## config.mk

```make
export PLATFORM = sky130hd
export DESIGN_NAME = spi_sclk_div
export DESIGN_NICKNAME = d
export VERILOG_FILES = /design/src/rtl/spi_div_pkg.sv /design/src/rtl/spi_div_cfg.sv /design/src/rtl/spi_div_count.sv /design/src/rtl/spi_div_edge.sv /design/src/rtl/spi_sclk_div.sv
export SDC_FILE = /design/constraint.sdc
export NUM_CORES = 1
export LEC_CHECK = 0
export BUFFER_PORTS_ARGS = -buffer_cell sky130_fd_sc_hd__buf_2
export CAP_MARGIN = 30
export CORE_MARGIN = 2
export CORE_UTILIZATION = 55
export CTS_BUF_LIST = sky130_fd_sc_hd__clkbuf_16
export DETAILED_ROUTE_END_ITERATION = 12
export PLACE_DENSITY = 0.75
export SKIP_LAST_GASP = 1
export SYNTH_ARGS = -nofsm -noshare
export SYNTH_HDL_FRONTEND = slang
export SYNTH_SLANG_ARGS = --single-unit
```

## constraint.sdc

```tcl
create_clock -name clk -period 2.1 [get_ports clk]
set_input_delay 0 -clock clk [delete_from_list [all_inputs] [get_ports clk]]
set_output_delay 0 -clock clk [all_outputs]
set_load 0.005 [all_outputs]
```

## src/rtl/spi_div_pkg.sv

```systemverilog
package spi_div_pkg;

   // Mode select bit value in the control word
   typedef enum logic {
      DIV_MODE_EXP = 1'b0,
      DIV_MODE_LIN = 1'b1
   } div_mode_e;

   // Counter width needed for both divide laws
   function automatic int unsigned div_cnt_width(input int unsigned lin_w,
                                                 input int unsigned exp_w);
      int unsigned exp_bits;
      exp_bits = (1 << exp_w) - 2;
      if (exp_bits < 1) exp_bits = 1;
      return (lin_w > exp_bits) ? lin_w : exp_bits;
   endfunction

endpackage

```

## src/rtl/spi_div_cfg.sv

```systemverilog
module spi_div_cfg
   import spi_div_pkg::*;
#(
   parameter int unsigned LIN_W  = 8,
   parameter int unsigned EXP_W  = 4,
   parameter bit          EXP_EN = 1'b1,
   parameter int unsigned CNT_W  = div_cnt_width(LIN_W, EXP_W),
   localparam int unsigned CFG_W = LIN_W + EXP_W + 1
) (
   input  logic             clk,
   input  logic             rst_n,
   input  logic             run_i,
   input  logic [CFG_W-1:0] cfg_i,
   output logic [CNT_W-1:0] lim_o
);

   logic [LIN_W-1:0] lin_fld;
   logic [EXP_W-1:0] exp_fld;
   div_mode_e        mode;
   logic [CNT_W-1:0] lin_lim;
   logic [CNT_W-1:0] exp_lim;
   logic [CNT_W-1:0] dec_lim;

   assign lin_fld = cfg_i[LIN_W-1:0];
   assign exp_fld = cfg_i[LIN_W +: EXP_W];
   assign mode    = div_mode_e'(cfg_i[LIN_W+EXP_W]);
   assign lin_lim = CNT_W'(lin_fld);

   generate
      if (EXP_EN) begin : g_exp
         logic [CNT_W-1:0] one;
         logic [EXP_W-1:0] sh;
         assign one = CNT_W'(1);
         assign sh  = exp_fld - EXP_W'(1);
         // exponent 0 clamps to the fastest rate, same as exponent 1
         assign exp_lim = (exp_fld == '0) ? '0 : ((one << sh) - one);
      end else begin : g_lin_only
         assign exp_lim = lin_lim;
      end
   endgenerate

   assign dec_lim = (mode == DIV_MODE_LIN) ? lin_lim : exp_lim;

   always_ff @(posedge clk or negedge rst_n) begin
      if (!rst_n)      lim_o <= '0;
      else if (!run_i) lim_o <= dec_lim;
   end


   lim_frozen_chk: assert property (@(posedge clk) disable iff (!rst_n)
      $past(run_i) |-> $stable(lim_o));

endmodule

```

## src/rtl/spi_div_count.sv

```systemverilog
module spi_div_count #(
   parameter int unsigned CNT_W = 14
) (
   input  logic             clk,
   input  logic             rst_n,
   input  logic             run_i,
   input  logic [CNT_W-1:0] lim_i,
   output logic             wrap_o
);

   logic [CNT_W-1:0] cnt;

   assign wrap_o = run_i && (cnt >= lim_i);

   always_ff @(posedge clk or negedge rst_n) begin
      if (!rst_n)      cnt <= '0;
      else if (!run_i) cnt <= '0;
      else if (wrap_o) cnt <= '0;
      else             cnt <= cnt + CNT_W'(1);
   end


   cnt_in_range_chk: assert property (@(posedge clk) disable iff (!rst_n)
      cnt <= lim_i);


   cnt_idle_zero_chk: assert property (@(posedge clk) disable iff (!rst_n)
      !run_i |=> (cnt == '0));

endmodule

```

## src/rtl/spi_div_edge.sv

```systemverilog
module spi_div_edge (
   input  logic clk,
   input  logic rst_n,
   input  logic run_i,
   input  logic wrap_i,
   output logic sclk_o,
   output logic half_o,
   output logic period_o
);

   always_ff @(posedge clk or negedge rst_n) begin
      if (!rst_n) begin
         sclk_o   <= 1'b0;
         half_o   <= 1'b0;
         period_o <= 1'b0;
      end else if (!run_i) begin
         sclk_o   <= 1'b0;
         half_o   <= 1'b0;
         period_o <= 1'b0;
      end else begin
         sclk_o   <= sclk_o ^ wrap_i;
         half_o   <= wrap_i;
         period_o <= wrap_i & sclk_o;
      end
   end


   period_in_half_chk: assert property (@(posedge clk) disable iff (!rst_n)
      period_o |-> half_o);


   toggle_on_half_chk: assert property (@(posedge clk) disable iff (!rst_n)
      (half_o && $past(run_i)) |-> (sclk_o != $past(sclk_o)));


   idle_quiet_chk: assert property (@(posedge clk) disable iff (!rst_n)
      !run_i |=> (!sclk_o && !half_o && !period_o));

endmodule

```

## src/rtl/spi_sclk_div.sv

```systemverilog
module spi_sclk_div
   import spi_div_pkg::*;
#(
   parameter int unsigned LIN_W  = 8,
   parameter int unsigned EXP_W  = 4,
   parameter bit          EXP_EN = 1'b1,
   localparam int unsigned CFG_W = LIN_W + EXP_W + 1,
   localparam int unsigned CNT_W = div_cnt_width(LIN_W, EXP_W)
) (
   input  logic             clk,
   input  logic             rst_n,
   input  logic             run_i,
   input  logic [CFG_W-1:0] div_cfg_i,
   output logic             sclk_o,
   output logic             half_tick_o,
   output logic             period_tick_o
);

   generate
      if (LIN_W < 1 || LIN_W > 16) begin : g_bad_lin
         $error("LIN_W out of range");
      end
      if (EXP_W < 1 || EXP_W > 5) begin : g_bad_exp
         $error("EXP_W out of range");
      end
   endgenerate

   logic [CNT_W-1:0] lim;
   logic             wrap;

   spi_div_cfg #(
      .LIN_W (LIN_W),
      .EXP_W (EXP_W),
      .EXP_EN(EXP_EN),
      .CNT_W (CNT_W)
   ) i_cfg (
      .clk  (clk),
      .rst_n(rst_n),
      .run_i(run_i),
      .cfg_i(div_cfg_i),
      .lim_o(lim)
   );

   spi_div_count #(
      .CNT_W(CNT_W)
   ) i_count (
      .clk   (clk),
      .rst_n (rst_n),
      .run_i (run_i),
      .lim_i (lim),
      .wrap_o(wrap)
   );

   spi_div_edge i_edge (
      .clk     (clk),
      .rst_n   (rst_n),
      .run_i   (run_i),
      .wrap_i  (wrap),
      .sclk_o  (sclk_o),
      .half_o  (half_tick_o),
      .period_o(period_tick_o)
   );


   half_spacing_chk: assert property (@(posedge clk) disable iff (!rst_n)
      (half_tick_o && lim != '0) |=> !half_tick_o);

endmodule

```

Yosys cells after proc, flatten, opt, wreduce, memory -nomap -nowiden

Cells that the tools add are included.

$add $sub $neg: 3
Order comparisons: 1
Shift-type cells: 1
Multiplexer cells: 7
Bitwise logic cells: 2
Reduce and logical (&&, ||, !) cells: 2

Operators with widths:

| cell                    | count |
|---|---|
| $mux W14                | 4 |
| $add A14 B1 Y14 const B | 1 |
| $ge A14 B14 Y1          | 1 |
| $shl A1 B4 Y14 const A  | 1 |
| $sub A14 B1 Y14 const B | 1 |
| $logic_not A4 Y1        | 1 |
| $sub A4 B1 Y4 const B   | 1 |
| $mux W1                 | 3 |
| $and A1 B1 Y1           | 1 |
| $logic_and A1 B1 Y1     | 1 |
| $xor A1 B1 Y1           | 1 |

Register bits: 31
Input bits: 16
Output and inout bits: 3
Word-level logic and storage cells: 21

Logic depth before layout (Yosys ltp)

Gate-level depths: netlist of run 1.

Depth after elaboration: 5
Gate-level depth with buffers: 9
Depth with buffers taken out: 8

By module

A second synthesis of run 1 with hierarchy kept.

Cell total of the unflattened synthesis: 220
Area, all modules: 2040.7 µm²

Modules (own cells, without submodules):

| module        | instances | cells an instance | area an instance (µm²) |
|---|---|---|---|
| spi_div_count | 1         | 113               | 1019.7 |
| spi_div_cfg   | 1         | 100               | 914.6 |
| spi_div_edge  | 1         | 7                 | 106.4 |

Worst setup path after synthesis of run 1

Ideal clock, no wire load.

Path type: register to register
From: reg i_count.cnt[0]
To: reg i_edge.sclk_o
Library setup time: 0.119 ns
Data arrival time: 1.785 ns
Setup slack: 0.196 ns
Cell stages (with the launch flop): 9
Period minus slack after synthesis: 1.904 ns
Cells stage by stage: dfrtp_1 > inv_1 > ha_1 > nand2b_1 > a21oi_1 > o31a_1 > a221oi_1 > ha_1 > and2_1

Word-level cells in the longest chain between the ends: 4

RTL lines:

| what                   | line                | text |
|---|---|---|
| start, declared        | spi_div_count.sv:11 | `logic [CNT_W-1:0] cnt;` |
| start signal, assigned | spi_div_count.sv:19 | `else cnt <= cnt + CNT_W'(1);` |
| $ge A14 B14 Y1         | spi_div_count.sv:13 | `assign wrap_o = run_i && (cnt >= lim_i);` |
| $logic_and A1 B1 Y1    | spi_div_count.sv:13 |  |
| $xor A1 B1 Y1          | spi_div_edge.sv:21  | `sclk_o <= sclk_o ^ wrap_i;` |
| $mux W1                | spi_div_edge.sv:16  | `end else if (!run_i) begin` |
| end signal, assigned   | spi_div_edge.sv:21  |  |
| end, declared          | spi_div_edge.sv:6   | `output logic sclk_o,` |

No other way between the ends.
A chain may end at the register's enable or synchronous reset.

Worst setup path in the final report of run 1

From: reg i_count.cnt[9]
To: reg i_edge.sclk_o

Same word-level chain as after synthesis.

==> impl_metrics.yaml, run 1 <==
logic_synthesis:
  most_used_standard_cell_by_instance_count_after_synthesis: "dfrtp_1"
  count_of_state_elements_after_synthesis: 31
  ys_seq_area_frac: 0.388
  mappedNetlistArea_mm2: 0.00200
  postSynth.asyncResetShare: 1.00
  synth_top_area_frac: 0.388
  avgSynthCellArea_um2: 9.09
  synth_cells: 220
  synthesis.yosys.warnings: 0
  synth_largest_area_cell: "dfrtp_1"
  synth.top_cells.by_count: "31 x dfrtp_1, 19 x inv_1, 18 x nand2_1, 17 x ha_1, 14 x a211oi_1"
  synth_enable_flop_cells: 0
  post_synth_num_cell_types: 40
  syn_nets: 253
  most_used_dff_post_synth: "dfrtp_1"
  synthTopCellsByArea: "dfrtp_1 39%, ha_1 11%, a211oi_1 5.3%, xnor2_1 3.9%, inv_1 3.6%"
sta:
  achievable-frequency_mhz: 509
  grt_setup_unrepaired: "no"
  finalClockSkew_ps: 7.62
  hold_viol_final: 0
  setup_viol: 0
  holdWs_ps: 12.5
  tns_ps: 0
  fin_crit_sh: 0.936
  worst_slew_margin_rel: 0.535
  worst_slew_pin_slew_ps: 697
  finalWorstPathRequiredPeriod_ps: 1960
  max_slew_violation_count: 0
routing:
  ant_nets: 0
  post_detailed_route_via_to_cell_ratio: 5.84
  detail_route.drc_violations: 0
  finalWirelength_mm: 4.45
  route.vias.total: 1722
  detail_route.first_pass.iterations: 4
  wl_per_cell_um: 15.1
  drc_marker_count_from_the_first_detailed_route_iteration: 86
clock_network:
  clock_tree.root_cell: "clkbuf_16"
  worst_skew_pair.late_latency_ps: 270
  tritoncts: "built"
  cts_made_buffers: 5
  post_cts.repair.setup_buffers: 0
  max-clock-path-buffers: 2
  clkSlewWorstSetupHoldPaths_ps: 50
  htree_num_levels: 2
  clock-sinks: 31
power_and_ir_drop:
  p_int_uw: 1150
  power.combinational.fraction: 0.155
  switch_pwr_uw: 403
  power.leakage_uw: 0.00110
  switching_share: 0.260
  power_density_mw_per_mm2: 659
  seq_power_share: 0.417
  power.clock.fraction: 0.428
  peakVddDrop_mv: 0.475
grt:
  grt_antenna_before_repair: 0
  vias_in_the_first_global_route: 1762
  grt_max_degree: 32
  grt_first_pass_wirelength_mm: 7.99
  grt-ovfl-total: 0
  track_usage: 0.250
setup_path:
  timing.critical_path.from_type: "flip-flop"
  cp_data_arrival_time_ps: 2120
  timing.critical_path.required_ps: 2260
  path_class: "flip-flop to flip-flop"
  nature_of_the_critical_path_endpoint: "flip-flop"
  timing.critical_path.fanout_max: 3
outcome:
  status: "finished clean"
min_path:
  holdCritPathClass: "primary input to flip-flop"
die:
  die_h_um: 64.3
  io_pins: 19
  fp.coreArea_mm2: 0.00342
  std_cell_rows: 21
  dieArea_mm2: 0.00414
  start_util: 0.586
  die_x_um: 64.3
layout:
  nets: 281
  final_layout_size_suffix_gt1_frac: 0.169
  areaGrowthSynthToFinish_pct: 17.7
  diodes: 0
  layout.filler_cells: 278
job:
  maxCapViolCount: 0
placed_design:
  io_buffer_count: 18
  dp_wirelength_mm: 3.22
  gp_congestion: 0.875
## state kept, by name, summed over array words and instances, names as in the netlist
| register | count |
|---|---|
| i_edge.period_o | 1 |
| i_count.cnt | 14 |
| i_edge.half_o | 1 |
| i_cfg.lim_o | 14 |
| i_edge.sclk_o | 1 |
## layer usage
layer	vias up	part of all wire	track usage
met4	0	0.020	0.0878
li1	865	-	-
met3	8	0.050	0.0546
met1	801	0.47	0.349
met2	48	0.46	0.383
met5	-	0	0
## layout make-up
cell class	instances	area, µm²	area share
multi-input combinational	158	1110	0.470
sequential	31	776	0.329
timing repair buffer	33	205	0.0871
clock buffer	5	125	0.0531
inverter	19	71.3	0.0303
tap	46	57.6	0.0244
clock inverter	3	12.5	0.00531
## critical path, cell delays in order (launching register included)
cell and delay, ps:
dfrtp_1 400, ha_1 320, nand4_1 160, o31a_1 320
a221oi_2 250, ha_1 270, and2_1 130
## cell usage in the layout, fill, tap and decap left out, types with 2 or more instances in the layout
cell / count
clkbuf_16: 5
nand4_1: 6
o31a_1: 2
nor4_1: 3
xnor2_1: 9
ha_1: 17
nand2_1: 18
nand2b_1: 3
nor2_1: 7
nand3_1: 7
xor2_1: 2
or3_1: 4
a21o_1: 2
o21a_1: 4
buf_4: 14
o22ai_1: 7
a21oi_1: 13
o21ai_0: 6
o221ai_1: 3
a211oi_1: 14
o21ai_1: 2
a32oi_1: 2
a221oi_2: 2
o211ai_1: 3
inv_1: 21
and2_1: 4
buf_2: 18
and3_1: 4
dfrtp_1: 31
nor2b_1: 4
## timing repair
item                       in CTS  in global routing
hold buffers                    1                  0
setup endpoints to repair       0                  1
hold endpoints to repair       31                  0
gates resized for setup         0                  1
## logic make-up (layout without fill, tap and decap cells)
kind of cell | after synthesis | in the layout | share of synthesized area
buffers and inverters | 31 | 60 | 0.0619
adders and majority gates | 17 | 17 | 0.106
DFF | 31 | 31 | 0.388
xor gates and xnor gates | 11 | 11 | 0.0482
and+or+nand+nor | 63 | 63 | 0.162
AOI/OAI and AO/OA | 67 | 67 | 0.234
## power by group through the flow
stage	clock (µW)	combinational [µW]	sequential, µW
CTS	676	241	647
floorplan	0	155	653
global route	710	279	649
detailed placement	0	238	657
finish	664	241	647
global placement	0	234	655
## metrics by stage
| stage | cells | cell area (µm²) | power, µW | utilization | setup WS, ps |
|---|---|---|---|---|---|
| 3_5_place_dp | 286 | 2200 | 895 | 0.644 | 84.7 |
| 3_3_place_gp | 286 | 2200 | 889 | 0.644 | 142 |
| 4_1_cts | 295 | 2350 | 1560 | 0.688 | 61.4 |
| 6_report | 295 | 2350 | 1550 | 0.689 | 135 |
| 5_1_grt | 295 | 2350 | 1640 | 0.689 | 14.2 |
| 2_1_floorplan | 220 | 2000 | 808 | - | 196 |
## path summary, 6_finish.rpt
path,startpoint,to,slack [ps],cells after the start
worst min-delay path,div_cfg_i[0],i_cfg.lim_o[0]$_DFFE_PN0N_,10,3
worst max-delay path,i_count.cnt[9]$_DFF_PN0_,i_edge.sclk_o$_DFF_PN0_,140,6
worst min register to register,i_cfg.lim_o[2]$_DFFE_PN0N_,i_cfg.lim_o[2]$_DFFE_PN0N_,490,2
min in group asynchronous,rst_n,i_count.cnt[13]$_DFF_PN0_,330,2
max in group asynchronous,rst_n,i_cfg.lim_o[4]$_DFFE_PN0N_,1320,2
worst max register to register,i_count.cnt[9]$_DFF_PN0_,i_edge.sclk_o$_DFF_PN0_,140,6
Note: power is estimated with default switching activity, not from simulation.
==> inputs of run 2 (changes only) <==
CORE_ASPECT_RATIO = 2   (was not set)
REMOVE_ABC_BUFFERS = 1   (was not set)
==> impl_metrics.yaml, run 2 (synthesis results as in run 1) <==
placed_design:
  dp_wirelength_mm: 3.81
  io_buffer_count: 18
  detailed_place.area_mm2: 0.00221
  gp_congestion: 0.850
power_and_ir_drop:
  switching_share: 0.265
  power_density_mw_per_mm2: 660
  seq_power_share: 0.413
  power.leakage_uw: 0.00111
  power.clock.fraction: 0.430
  p_int_uw: 1150
  peakVddDrop_mv: 0.613
  switch_pwr_uw: 416
  power.combinational.fraction: 0.157
die:
  fp.coreArea_mm2: 0.00357
  die_h_um: 89.3
  io_pins: 19
  die_x_um: 46.6
  start_util: 0.561
  std_cell_rows: 31
  dieArea_mm2: 0.00417
setup_path:
  timing.critical_path.fanout_max: 3
  cp_data_arrival_time_ps: 2140
  path_class: "flip-flop to flip-flop"
  timing.critical_path.required_ps: 2260
  timing.critical_path.from_type: "flip-flop"
  nature_of_the_critical_path_endpoint: "flip-flop"
layout:
  final_layout_size_suffix_gt1_frac: 0.171
  diodes: 0
  areaGrowthSynthToFinish_pct: 18.8
  mostFrequentLayoutCells: "31 x dfrtp_1, 21 x inv_1, 18 x nand2_1, 18 x buf_2, 17 x ha_1"
  leading_cell_type_in_the_layout_fill_and_taps_excluded: "dfrtp_1"
  biggestRegsByFlops: "i_cfg.lim_o (14), i_count.cnt (14)"
  stdcell_area_mm2: 0.00238
  nets: 283
grt:
  grt_antenna_before_repair: 0
  grt_max_degree: 32
  vias_in_the_first_global_route: 1775
  track_usage: 0.271
  grt_first_pass_wirelength_mm: 8.02
  grt-ovfl-total: 0
clock_network:
  post_cts.repair.setup_buffers: 0
  cts_made_buffers: 5
  htree_num_levels: 2
  clock-sinks: 31
  max-clock-path-buffers: 2
  clock_tree.root_cell: "clkbuf_16"
  tritoncts: "built"
  worst_skew_pair.late_latency_ps: 270
  clkSlewWorstSetupHoldPaths_ps: 50
sta:
  finalClockSkew_ps: 2.05
  grt_setup_unrepaired: "no"
  setup_viol: 0
  hold_viol_final: 0
  max_slew_violation_count: 0
  fin_crit_sh: 0.942
  worst_slew_pin_slew_ps: 688
  tns_ps: 0
  achievable-frequency_mhz: 505
  worst_slew_margin_rel: 0.541
  finalWorstPathRequiredPeriod_ps: 1980
routing:
  drc_marker_count_from_the_first_detailed_route_iteration: 40
  finalWirelength_mm: 4.93
  wl_per_cell_um: 16.4
  ant_nets: 0
  detail_route.first_pass.iterations: 4
  route.vias.total: 1754
  detail_route.drc_violations: 0
  post_detailed_route_via_to_cell_ratio: 5.85
outcome:
  status: "finished clean"
job:
  maxCapViolCount: 0
min_path:
  holdCritPathClass: "primary input to flip-flop"
run 2: changes by cell type in the layout (fill, tap and decap cells not counted), sizes merged:
cell	delta
buf	+1
dlygate4sd3	+1
run 2: routing by layer:
layer  track usage  wire [µm]  up-vias
met1         0.279       1800      842
met2         0.504       2930       36
met3        0.0444         90       10
met4         0.121        110        0
li1              -          -      866
met5             0          0        -
run 2: power groups by stage:
stage	clock network [µW]	registers, µW	logic (µW)
after floorplan	0	653	137
after global placement	0	655	236
after detailed placement	0	657	242
after CTS	683	648	246
after global routing	708	651	279
final	674	648	246
run 2: what timing repair did:
action / in CTS / in global routing
endpoints found under the hold margin: 32 / 0
hold buffers: 2 / 0
resized for setup: 0 / 1
setup endpoints to repair: 0 / 1
run 2: final timing paths:
kind,start,end,slack (ps),cells after the start
hold / removal,div_cfg_i[7],i_cfg.lim_o[7]$_DFFE_PN0N_,30,3
setup reg to reg,i_count.cnt[9]$_DFF_PN0_,i_edge.sclk_o$_DFF_PN0_,120,6
setup / recovery,i_count.cnt[9]$_DFF_PN0_,i_edge.sclk_o$_DFF_PN0_,120,6
max in group asynchronous,rst_n,i_cfg.lim_o[11]$_DFFE_PN0N_,1340,2
min in group asynchronous,rst_n,i_count.cnt[3]$_DFF_PN0_,310,2
hold reg to reg,i_cfg.lim_o[2]$_DFFE_PN0N_,i_cfg.lim_o[2]$_DFFE_PN0N_,490,2
run 2: final cells by class:
type | instances | area [µm²]
multi-input cells | 158 | 1110
fillers | 313 | 1190
inverters | 19 | 71.3
clock buffers | 5 | 125
flip-flops and latches | 31 | 776
well taps | 49 | 61.3
clock inverters | 3 | 12.5
repair buffers | 35 | 223
run 2: metrics by stage:
stage	util	total power, µW	hold WS (ps)	std cells	setup slack (ps)
5_1_grt	0.666	1640	42.1	300	66.4
6_report	0.666	1570	28.4	300	122
3_5_place_dp	0.620	899	82.9	290	43.5
4_1_cts	0.664	1580	27.3	300	39.9
2_1_floorplan	-	790	-296	208	196
3_3_place_gp	0.620	891	82.3	290	102
run 2: critical path, stage by stage (launching register included):
cell and delay [ps]:
dfrtp_1 390, ha_1 330, nand4_1 170, o31a_1 320, a221oi_2 260, ha_1 270
and2_1 130
==> inputs of run 3 (changes only) <==
GPL_ROUTABILITY_DRIVEN = 0   (was not set)
GPL_TIMING_DRIVEN = 0   (was not set)
==> impl_metrics.yaml, run 3 (synthesis results as in run 1) <==
setup_path:
  timing.critical_path.from_type: "flip-flop"
  nature_of_the_critical_path_endpoint: "flip-flop"
  timing.critical_path.required_ps: 2260
  timing.critical_path.fanout_max: 5
  path_class: "flip-flop to flip-flop"
  cp_data_arrival_time_ps: 2190
layout:
  biggestRegsByFlops: "i_cfg.lim_o (14), i_count.cnt (14)"
  areaGrowthSynthToFinish_pct: 18.1
  stdcell_area_mm2: 0.00236
  diodes: 0
  final_layout_size_suffix_gt1_frac: 0.195
  leading_cell_type_in_the_layout_fill_and_taps_excluded: "dfrtp_1"
  layout.filler_cells: 295
  register_area_um2: 783
  fin_cells: 290
  multi_input_area_mm2: 0.00116
  final_core_utilization: 0.662
  mostFrequentLayoutCells: "25 x dfrtp_1, 20 x inv_1, 18 x nand2_1, 18 x buf_2"
  nets: 275
sta:
  worst_slew_pin_slew_ps: 676
  hold_viol_final: 0
  worst_slew_margin_rel: 0.549
  finalWorstPathRequiredPeriod_ps: 2030
  achievable-frequency_mhz: 493
  max_slew_violation_count: 0
  finalClockSkew_ps: 3.11
  holdWs_ps: 1.22
  setup_viol: 0
  fin_crit_sh: 0.965
power_and_ir_drop:
  p_int_uw: 1150
  seq_power_share: 0.420
  peakVddDrop_mv: 0.615
  post-layout-total-power_uw: 1550
  switch_pwr_uw: 398
  power_density_mw_per_mm2: 655
  power.leakage_uw: 0.00106
  power.combinational.fraction: 0.165
  power.clock.fraction: 0.416
  switching_share: 0.257
grt:
  grt_first_pass_wirelength_mm: 7.32
  grt_max_degree: 32
  track_usage: 0.244
  vias_in_the_first_global_route: 1621
  grt_antenna_before_repair: 0
  grt-ovfl-total: 0
placed_design:
  io_buffer_count: 18
  dp_wirelength_mm: 3.42
  detailed_place.area_mm2: 0.00211
  placedCellCount: 277
clock_network:
  max-clock-path-buffers: 2
  clock_tree.root_cell: "clkbuf_16"
  clkSlewWorstSetupHoldPaths_ps: 50
  clock-sinks: 31
  htree_num_levels: 2
  tritoncts: "built"
  cts_made_buffers: 5
  worst_skew_pair.late_latency_ps: 270
die:
  std_cell_rows: 31
  die_x_um: 46.6
  start_util: 0.561
  die_h_um: 89.3
  fp.coreArea_mm2: 0.00357
  dieArea_mm2: 0.00417
  io_pins: 19
routing:
  post_detailed_route_via_to_cell_ratio: 5.88
  drc_marker_count_from_the_first_detailed_route_iteration: 46
  detail_route.drc_violations: 0
  wl_per_cell_um: 16.1
  ant_nets: 0
  route.vias.total: 1705
  detail_route.first_pass.iterations: 4
  finalWirelength_mm: 4.66
min_path:
  holdCritPathClass: "primary input to flip-flop"
outcome:
  status: "finished clean"
job:
  maxCapViolCount: 0
[run 3: cell types whose count changed in the layout (fill, tap and decap cells not counted), moves of 3 or more]
cell / before / now
buf_4: 15 / 8
dfrtp_1: 31 / 25
dfrtp_2: 0 / 6
ha_1: 17 / 14
ha_4: 0 / 3
[run 3: repair_timing]
item / CTS / global route
gates resized for setup: 2 / 11
endpoints found under the setup margin: 1 / 5
pin swaps: 0 / 4
hold buffers: 1 / 0
hold endpoints to repair: 31 / 0
gates cloned: 0 / 0
setup buffers: 0 / 6
[run 3: final timing paths]
path	startpoint	to	slack [ps]	depth (start not counted)
worst max register to register	i_count.cnt[7]$_DFF_PN0_	i_edge.sclk_o$_DFF_PN0_	70	6
worst max-delay path	i_count.cnt[7]$_DFF_PN0_	i_edge.sclk_o$_DFF_PN0_	70	6
max in group asynchronous	rst_n	i_count.cnt[3]$_DFF_PN0_	1320	2
min in group asynchronous	rst_n	i_edge.half_o$_DFF_PN0_	310	2
worst min-delay path	div_cfg_i[0]	i_cfg.lim_o[0]$_DFFE_PN0N_	1	3
worst min register to register	i_cfg.lim_o[2]$_DFFE_PN0N_	i_cfg.lim_o[2]$_DFFE_PN0N_	480	2
[run 3: layer usage]
layer | up-vias | routed length (µm) | GRT usage
met2 | 33 | 2660 | 0.462
met1 | 808 | 1730 | 0.248
li1 | 850 | - | -
met4 | 0 | 182 | 0.106
met3 | 14 | 99 | 0.0323
met5 | - | 0 | 0
[run 3: cell type report]
cell class	count	share of cell area
clock buffers	5	0.0529
clock inverters	1	0.00159
inverters	19	0.0302
multi-input cells	158	0.490
flip-flops and latches	31	0.331
well taps	49	0.0259
repair buffers	27	0.0678
[run 3: critical path, stage by stage (launching register included)]
cell	delay [ps]
dfrtp_1	440
ha_1	320
nand4_1	150
o31a_1	280
a221oi_2	310
ha_1	280
and2_1	130
[run 3: power by group through the flow]
stage | clock, µW | sequential [µW] | combinational, µW
floorplan | 0 | 653 | 137
global placement | 0 | 658 | 213
detailed placement | 0 | 660 | 223
CTS | 650 | 650 | 227
global route | 676 | 653 | 285
finish | 644 | 650 | 255
[run 3: per-stage QoR]
stage / setup slack [ps] / setup TNS, ps
after global routing: -5.48 / -5.48
final: 73.3 / 0
after global placement: -76.1 / -786
after floorplan: 196 / 0
after detailed placement: -126 / -126
after CTS: -17.7 / -17.7
